--- src/rtl/cic_pkg.sv ---
package cic_pkg;
    localparam int ORDER_MAX_DEF   = 5;
    localparam int LOG2R_MAX_DEF   = 8;
    localparam int PCM_W_DEF       = 24;
    localparam int ORDER_FALLBACK  = 3;
    localparam int RATIO_CODE_BIAS = 2;

    typedef enum logic [1:0] {
        ST_IDLE = 2'd0,
        ST_RUN  = 2'd1,
        ST_MUTE = 2'd2
    } cap_state_e;
endpackage

--- src/rtl/cic_integ.sv ---
module cic_integ #(
    parameter int STAGES = cic_pkg::ORDER_MAX_DEF,
    parameter int W      = 42
) (
    input  logic         clk,
    input  logic         rst_n,
    input  logic         clr,
    input  logic         step,
    input  logic [W-1:0] x_in,
    output logic [W-1:0] acc_nx [STAGES]
);
    logic [W-1:0] acc_q [STAGES];

    for (genvar i = 0; i < STAGES; i++) begin : g_stage
        if (i == 0) begin : g_first
            assign acc_nx[i] = acc_q[i] + x_in;
        end else begin : g_rest
            assign acc_nx[i] = acc_q[i] + acc_nx[i-1];
        end

        always_ff @(posedge clk or negedge rst_n) begin
            if (!rst_n)     acc_q[i] <= '0;
            else if (clr)   acc_q[i] <= '0;
            else if (step)  acc_q[i] <= acc_nx[i];
        end
    end
endmodule

--- src/rtl/cic_comb.sv ---
module cic_comb #(
    parameter int STAGES = cic_pkg::ORDER_MAX_DEF,
    parameter int W      = 42
) (
    input  logic         clk,
    input  logic         rst_n,
    input  logic         clr,
    input  logic         step,
    input  logic [W-1:0] din,
    output logic [W-1:0] dout [STAGES]
);
    logic [W-1:0] dly_q [STAGES];
    logic [W-1:0] stin  [STAGES];

    for (genvar i = 0; i < STAGES; i++) begin : g_stage
        if (i == 0) begin : g_first
            assign stin[i] = din;
        end else begin : g_rest
            assign stin[i] = dout[i-1];
        end

        assign dout[i] = stin[i] - dly_q[i];

        always_ff @(posedge clk or negedge rst_n) begin
            if (!rst_n)     dly_q[i] <= '0;
            else if (clr)   dly_q[i] <= '0;
            else if (step)  dly_q[i] <= stin[i];
        end
    end
endmodule

--- src/rtl/cic_scale.sv ---
module cic_scale #(
    parameter int W     = 42,
    parameter int SW    = 6,
    parameter int PCM_W = cic_pkg::PCM_W_DEF
) (
    input  logic                clk,
    input  logic                rst_n,
    input  logic                chk,
    input  logic signed [W-1:0] y_in,
    input  logic [SW-1:0]       s_bits,
    output logic [PCM_W-1:0]    pcm
);
    localparam logic [SW-1:0] MSB_POS = SW'(PCM_W - 1);

    logic signed [W-1:0] lim_mag, lim_pos, y_sat, y_adj;

    always_comb begin
        lim_mag = W'(1) <<< s_bits;
        lim_pos = lim_mag - W'(1);
        y_sat   = (y_in > lim_pos) ? lim_pos : y_in;
        if (s_bits >= MSB_POS) y_adj = y_sat >>> (s_bits - MSB_POS);
        else                   y_adj = y_sat <<< (MSB_POS - s_bits);
        pcm = y_adj[PCM_W-1:0];
    end

    // filter sum never leaves the representable +/-2^S band
    a_r10_no_overflow: assert property (@(posedge clk) disable iff (!rst_n)
        chk |-> (y_in <= lim_mag && y_in >= -lim_mag))
        else $error("filter sum outside range");
endmodule

--- src/rtl/cic_decim.sv ---
module cic_decim #(
    parameter int ORDER_MAX = cic_pkg::ORDER_MAX_DEF,
    parameter int LOG2R_MAX = cic_pkg::LOG2R_MAX_DEF,
    parameter int PCM_W     = cic_pkg::PCM_W_DEF
) (
    input  logic             clk,
    input  logic             rst_n,
    input  logic             en,
    input  logic [3:0]       order_code,
    input  logic [3:0]       ratio_code,
    input  logic             pdm_bit,
    input  logic             pdm_valid,
    output logic [PCM_W-1:0] pcm_sample,
    output logic             pcm_valid
);
    import cic_pkg::*;

    localparam int ACC_W    = 2 + ORDER_MAX * LOG2R_MAX;
    localparam int OW       = $clog2(ORDER_MAX + 1);
    localparam int LW       = $clog2(LOG2R_MAX + 1);
    localparam int SW       = $clog2(ORDER_MAX * LOG2R_MAX + 1);
    localparam int CODE_MAX = LOG2R_MAX - RATIO_CODE_BIAS;

    cap_state_e state_q, state_d;

    logic [OW-1:0]        order_q, order_d;
    logic [LW-1:0]        log2r_q, log2r_d;
    logic [SW-1:0]        s_q;
    logic [LOG2R_MAX-1:0] phase_q, rmask;
    logic                 accept, last_ph, tick, clr;
    logic [ACC_W-1:0]     x_in, tap, comb_res;
    logic [ACC_W-1:0]     integ_nx [ORDER_MAX];
    logic [ACC_W-1:0]     comb_out [ORDER_MAX];
    logic [PCM_W-1:0]     scaled, pcm_q;
    logic                 valid_q;

    // code decode (used only while idle)
    always_comb begin
        if (order_code != 4'd0 && order_code <= 4'(ORDER_MAX)) order_d = OW'(order_code);
        else                                                   order_d = OW'(ORDER_FALLBACK);
        if (ratio_code != 4'd0 && ratio_code <= 4'(CODE_MAX))
            log2r_d = LW'(ratio_code) + LW'(RATIO_CODE_BIAS);
        else
            log2r_d = '0;
    end

    // next-state logic
    always_comb begin
        state_d = state_q;
        unique case (state_q)
            ST_IDLE: if (en) state_d = (log2r_d != '0) ? ST_RUN : ST_MUTE;
            ST_RUN:  if (!en) state_d = ST_IDLE;
            ST_MUTE: if (!en) state_d = ST_IDLE;
            default: state_d = ST_IDLE;
        endcase
    end

    // state register
    always_ff @(posedge clk or negedge rst_n) begin
        if (!rst_n) state_q <= ST_IDLE;
        else        state_q <= state_d;
    end

    // configuration capture, only in idle
    always_ff @(posedge clk or negedge rst_n) begin
        if (!rst_n) begin
            order_q <= OW'(ORDER_FALLBACK);
            log2r_q <= '0;
            s_q     <= '0;
        end else if (state_q == ST_IDLE) begin
            order_q <= order_d;
            log2r_q <= log2r_d;
            s_q     <= SW'(int'(order_d) * int'(log2r_d));
        end
    end

    assign clr     = (state_q == ST_IDLE);
    assign accept  = (state_q == ST_RUN) && en && pdm_valid;
    assign rmask   = LOG2R_MAX'((1 << log2r_q) - 1);
    assign last_ph = (phase_q == rmask);
    assign tick    = accept && last_ph;
    assign x_in    = {{(ACC_W-1){~pdm_bit}}, 1'b1};

    always_ff @(posedge clk or negedge rst_n) begin
        if (!rst_n)      phase_q <= '0;
        else if (clr)    phase_q <= '0;
        else if (accept) phase_q <= last_ph ? '0 : phase_q + 1'b1;
    end

    cic_integ #(.STAGES(ORDER_MAX), .W(ACC_W)) u_integ (
        .clk(clk), .rst_n(rst_n), .clr(clr), .step(accept),
        .x_in(x_in), .acc_nx(integ_nx)
    );

    always_comb begin
        tap = integ_nx[0];
        for (int i = 0; i < ORDER_MAX; i++)
            if (order_q == OW'(i + 1)) tap = integ_nx[i];
    end

    cic_comb #(.STAGES(ORDER_MAX), .W(ACC_W)) u_comb (
        .clk(clk), .rst_n(rst_n), .clr(clr), .step(tick),
        .din(tap), .dout(comb_out)
    );

    always_comb begin
        comb_res = comb_out[0];
        for (int i = 0; i < ORDER_MAX; i++)
            if (order_q == OW'(i + 1)) comb_res = comb_out[i];
    end

    cic_scale #(.W(ACC_W), .SW(SW), .PCM_W(PCM_W)) u_scale (
        .clk(clk), .rst_n(rst_n), .chk(tick),
        .y_in(comb_res), .s_bits(s_q), .pcm(scaled)
    );

    // output register
    always_ff @(posedge clk or negedge rst_n) begin
        if (!rst_n) begin
            pcm_q   <= '0;
            valid_q <= 1'b0;
        end else if (state_q == ST_IDLE) begin
            pcm_q   <= '0;
            valid_q <= 1'b0;
        end else begin
            valid_q <= tick;
            if (tick) pcm_q <= scaled;
        end
    end

    assign pcm_sample = pcm_q;
    assign pcm_valid  = valid_q;

    // a ratio of at least 8 never yields back-to-back strobes
    a_r4_single_pulse: assert property (@(posedge clk) disable iff (!rst_n)
        pcm_valid |=> !pcm_valid) else $error("back-to-back strobe");

    // strobes only follow a running cycle
    a_r4_run_only: assert property (@(posedge clk) disable iff (!rst_n)
        pcm_valid |-> $past(state_q) == ST_RUN) else $error("strobe outside run");

    // muted channel stays silent
    a_r5_mute_silent: assert property (@(posedge clk) disable iff (!rst_n)
        state_q == ST_MUTE |-> !pcm_valid) else $error("sample while muted");

    // configuration frozen once capture has started
    a_r7_cfg_held: assert property (@(posedge clk) disable iff (!rst_n)
        state_q != ST_IDLE |=> $stable(order_q) && $stable(log2r_q))
        else $error("config changed during capture");

    // dropping enable returns to idle without a strobe
    a_r8_disable_idle: assert property (@(posedge clk) disable iff (!rst_n)
        !en |=> state_q == ST_IDLE && !pcm_valid) else $error("enable low not honoured");

    // latched order always legal
    a_r3_order_legal: assert property (@(posedge clk) disable iff (!rst_n)
        order_q >= OW'(1) && order_q <= OW'(ORDER_MAX)) else $error("order out of range");
endmodule

--- config.mk ---
export PLATFORM = sky130hd
export DESIGN_NAME = cic_decim
export DESIGN_NICKNAME = d
export VERILOG_FILES = /design/src/rtl/cic_pkg.sv /design/src/rtl/cic_integ.sv /design/src/rtl/cic_comb.sv /design/src/rtl/cic_scale.sv /design/src/rtl/cic_decim.sv
export SDC_FILE = /design/constraint.sdc
export NUM_CORES = 2
export LEC_CHECK = 0
export BUFFER_PORTS_ARGS = -buffer_cell sky130_fd_sc_hd__buf_2
export CORE_ASPECT_RATIO = 1.75
export CORE_MARGIN = 1.5
export CORE_UTILIZATION = 35
export DETAILED_ROUTE_END_ITERATION = 16
export HOLD_SLACK_MARGIN = 0.03
export MAX_ROUTING_LAYER = met4
export PLACE_DENSITY = 0.54
export SLEW_MARGIN = 25
export SYNTH_ARGS = -nofsm -noshare
export SYNTH_HDL_FRONTEND = slang
export SYNTH_HIERARCHICAL = 1
export SYNTH_SLANG_ARGS = --single-unit
--- constraint.sdc ---
create_clock -name clk -period 17.57 [get_ports clk]
set_clock_uncertainty 0.05 [all_clocks]
set_input_delay 1.757 -clock clk [delete_from_list [all_inputs] [get_ports clk]]
set_output_delay 1.757 -clock clk [all_outputs]
set_load 0.01 [all_outputs]
* Word-level counts from Yosys, hierarchy flattened *
Cells that the tools add are included.

cells by class
  add/subtract/negate cells = 16
  multipliers = 1
  div/mod/pow operators = 0
  magnitude comparators = 4
  equal/unequal tests = 9
  shifts and indexed selects = 4
  muxes and demuxes = 42
  bitwise operators = 1
  reduce and logical (&&, ||, !) cells = 13

operators with widths
  operator                 count
  $mux W42                 29
  $add A42 B42 Y42         5
  $sub A42 B42 Y42         5
  $mux W24                 3
  $gt A42 B42 Y1           1
  $sshl A2 B6 Y42 const A  1
  $sshl A42 B6 Y24         1
  $sshr A42 B6 Y24         1
  $sub A42 B2 Y42 const B  1
  $mux W8                  3
  $reduce_bool A4 Y1       3
  $add A8 B1 Y8 const B    1
  $eq A8 B8 Y1             1
  $le A4 B3 Y1 const B     2
  $shl A1 B4 Y8 const A    1
  $sub A8 B2 Y8 const B    1
  $eq A3 B2 Y1 const B     2
  $eq A3 B3 Y1 const B     2
  $ge A6 B5 Y1 const B     1
  $mul A3 B4 Y6            1
  $mux W2                  3
  $sub A5 B6 Y6 const A    1
  $sub A6 B5 Y6 const B    1
  $logic_and A1 B1 Y1      5
  13 further kinds         15

word-level totals
  register bits after elaboration = 468
  latch bits = 0
  memory bits (writable) = 0
  bits in read-only memories = 0
  bits of input ports = 13
  memories = 0

* Logic depth before layout (Yosys ltp) *
  depth in word-level cells = 19
  depth in mapped cells = 107

* Modules after synthesis *
Netlist, hierarchy kept.

modules (own cells, without submodules)
  module     instances  cells each  area each (sq um)  seq. area each (sq um)
  cic_comb   1          2,320       19,297.3           5,255.0
  cic_integ  1          2,201       19,120.8           5,255.0
  cic_scale  1          1,118       8,094.0            0.0
  cic_decim  1          957         6,618.8            1,203.7

* Least setup slack after synthesis *
Ideal clock, no wire load.

  path kind = input port to flip-flop
  start = in pdm_bit
  end = reg pcm_q[15], in the netlist pcm_sample[15]
  setup time = 0.142 ns
  data arrival time = 21.074 ns
  path slack = -3.696 ns
  stages = 93
  path through = inv_1 > ha_1 > a21o_1 > a21o_1 > a21oi_1 > o21ai_0 > a21oi_1 > o21ai_0 > a21o_1 > a21oi_1 > xnor2_1 > ha_1 > a21o_1 > a31o_2 > a21oi_1 > xnor2_1 > ha_1 > a2111o_1 > (+57 left out) > nor2_1 > a21oi_1 > ha_1 > nand4_1 > or4_1 > buf_2 > a31oi_1 > nor3_2 > o21ai_4 > buf_6 > mux2i_4 > mux2i_2 > mux2_2 > mux2_2 > o21a_1 > or4_1 > nand2b_1 > mux2i_1

RTL lines
  element                 line              source
  start: declaration      cic_decim.sv:11   input logic pdm_bit,
  end signal: assignment  cic_decim.sv:127  if (tick) pcm_q <= scaled;
  end: declaration        cic_decim.sv:34   logic [PCM_W-1:0] scaled, pcm_q;

==> run metrics <==
Total GRT Usage=29.8%; Port Buffer Count=37; drt via density=5.49; Crit-path slowest cell=mux4_2; post-synthesis cell type count=133; reg2reg end=pcm_sample[2]; Fmax=49.7 MHz; Placed Cells incl. Taps=10200; mapped cell area=53100 sq um; Net count, final=8940; placer congestion estimate=1.07; most common cell after layout, fill and taps aside=buf_4; Post-synth EDFFs=0; die area=154000 sq um; fin cells=10500; DRC=0; Period Utilization, post-route=114%; final setup fails=24; num ports=38; hold path cells=2; largest area contributor in the netlist=dfrtp_1; DP Wirelength=179000 um; antenna violation net count after detailed routing=0; Clock Tree Root=clkbuf_16; hold_buf cts=0; number of global-route vias before repair=60300; most used cell, CP=a21o_1; pin count of the biggest net entering global routing=125; Top FF cell, synth=dfrtp_1; Hold Path Sink=u_integ/acc_q[82]; slew margin rel.=24.2%; routed via count=57500; Cell Rows=189; Reg2Reg Depth=99; global-route wire length before repair=345000 um; worst path required time=18.07 ns; Area Overhead vs Synth=42.6%; Hold Path Class=reg -> reg; Reg2Reg Setup Slack=-1.88 ns; wire per inst=22.0 um; status=complete, but fails checks; worst-margin pin slew=1.13 ns; final hold viol count=0; asr flop ratio synth=100%; Worst-Skew Late Latency=0.69 ns; Total Wirelength=230000 um; Syn Inst Count=6596; Synth Area per Inst=8.06 sq um; Final Slew Violations=0; antenna violations before repair=4; clock buffer depth=3; area share of the largest cell type after synthesis=21.9%; RSZ-0062 raised after global routing=yes; fin worst setup slack=-2.53 ns; Detailed Route Iter0 Violations=2512; Die W=298 um; Clock transition at path regs=0.07 ns; flops & latches, synth=468; layout cells sized above 1=33.9%; RR Startpoint=u_integ/acc_q[168]; Critical Path End Type=flop; ranking of synthesized cells by area=dfrtp_1, ha_1, mux2i_1, a21oi_1, nor2_1; Period minus WS final=20.10 ns; crit-path max FO=7; H-tree depth=2; Setup crit start kind=primary input; YS warnings=6; sequential area share after synthesis=22.0%; violated checks=negative setup slack; Chip Height=518 um; total gr overflow=0; number of buffers and inverters on the critical path=8; Sink Count=468; TritonCTS clock tree=done; core area=151000 sq um; most frequent cells in the layout=buf_4, nor2_1, a21oi_1; CTS buffer count=56; hold_sp=u_integ/acc_q[82]; Max Cap Viol=0; Crit Path Category=in -> reg; Initial Utilization=35.2%; Pre-antenna DRT Iters=7; Synthesized Nets=7107; Crit path max-delay family=compound AO/OA/AOI/OAI gates; slowest stage delay, CP=0.61 ns; CP arrival=20.61 ns
[area by class of cell]
class	count	area [sq um]
diodes	4	10.0
fillers	14500	75300
flip-flops and latches	468	11700
clock buffers	78	1610
multi-input cells	5357	41800
inverters	451	1700
well taps	2005	2510
repair buffers	2095	16000
clock inverters	25	398
[layer usage]
metal  vias to the layer above  track usage, %  routed length (um)
met3                       844            2.82                6210
met2                      1290            57.4              125000
met1                     27900            25.4               74400
met5                         -               -                   0
met4                         0            25.4               24100
li1                      27400               -                   -
[registers in the layout, summed over array words and instances, names as in the netlist]
name           count
u_comb/dly_q     210
u_integ/acc_q    210
pcm_sample        24
phase_q            8
s_q                6
log2r_q            4
order_q            3
state_q            2
pcm_valid          1
[cells in the mapped netlist (all sizes together), types with 38 or more instances]
| cell type | instances |
|---|---|
| a211oi | 59 |
| a31oi | 53 |
| o211ai | 44 |
| o31ai | 38 |
| xnor2 | 279 |
| xor2 | 133 |
| a221oi | 78 |
| a21o | 240 |
| a21oi | 642 |
| ha | 485 |
| nand3 | 118 |
| nor2b | 73 |
| o21bai | 60 |
| nand4 | 59 |
| clkbuf | 225 |
| and3 | 49 |
| inv | 450 |
| o21ai | 294 |
| o21a | 69 |
| mux4 | 40 |
| nor2 | 827 |
| buf | 94 |
| mux2i | 550 |
| nor3 | 112 |
| mux2 | 45 |
| or3 | 41 |
| nand2 | 386 |
| nand2b | 119 |
| dfrtp | 466 |
[how the worst max path moves through the flow]
stage | startpoint | endpoint | slack [ns] | cells past startpoint
finish | pdm_bit | pcm_sample[2] | -2.53 | 100
CTS | pdm_bit | pcm_sample[17] | -2.24 | 100
global placement | pdm_bit | pcm_sample[19] | -5.69 | 109
floorplan | pdm_bit | pcm_sample[15] | -2.87 | 96
global route | pdm_bit | pcm_sample[8] | -3.37 | 98
detailed placement | pdm_bit | pcm_sample[19] | -5.79 | 108
[kinds of logic after synthesis]
family / count (synthesis) / synth area share [%]
mux: 635 / 13.1
flops: 468 / 22.0
xor+xnor: 415 / 7.03
fa+ha+maj: 498 / 11.9
compound gates: 1875 / 23.2
simple gates: 1933 / 17.0
buf+inv: 771 / 5.68
other cells: 1 / 0.00706
[through the flow]
step | utilization (%) | TNS, ns | hold WS [ns] | instance area [sq um] | setup slack [ns]
after floorplan | - | -64.80 | 0.397 | 53400 | -2.87
after global routing | 50.2 | -78.54 | 0.471 | 75800 | -3.37
after CTS | 48.7 | -51.67 | 0.442 | 73600 | -2.24
after detailed placement | 45.6 | -139.72 | 0.425 | 68900 | -5.79
after global placement | 45.6 | -136.64 | 0.412 | 68900 | -5.69
final | 50.2 | -58.51 | 0.440 | 75800 | -2.53
[worst register-to-register path: cells and delay by family, from the launching register on]
| family | cells | cell delay [ns] |
|---|---|---|
| multiplexers | 5 | 1.32 |
| AND/OR/NAND/NOR | 21 | 3.78 |
| buffers and inverters | 6 | 0.99 |
| XOR/XNOR | 11 | 1.75 |
| AO/OA/AOI/OAI | 44 | 7.54 |
| flip-flops | 1 | 0.38 |
| adder cells (fa/ha/maj) | 12 | 3.51 |
[timing repair]
action / in CTS / in global routing
cloned: 3 / 1
buffers inserted: 130 / 69
gates resized for setup: 365 / 311
pin swaps: 211 / 192
endpoints found under the setup margin: 26 / 24
hold endpoints to repair: 0 / 0
Power is not shown: default switching activity piles up to over one toggle a cycle in this logic, so the estimate is an artifact.
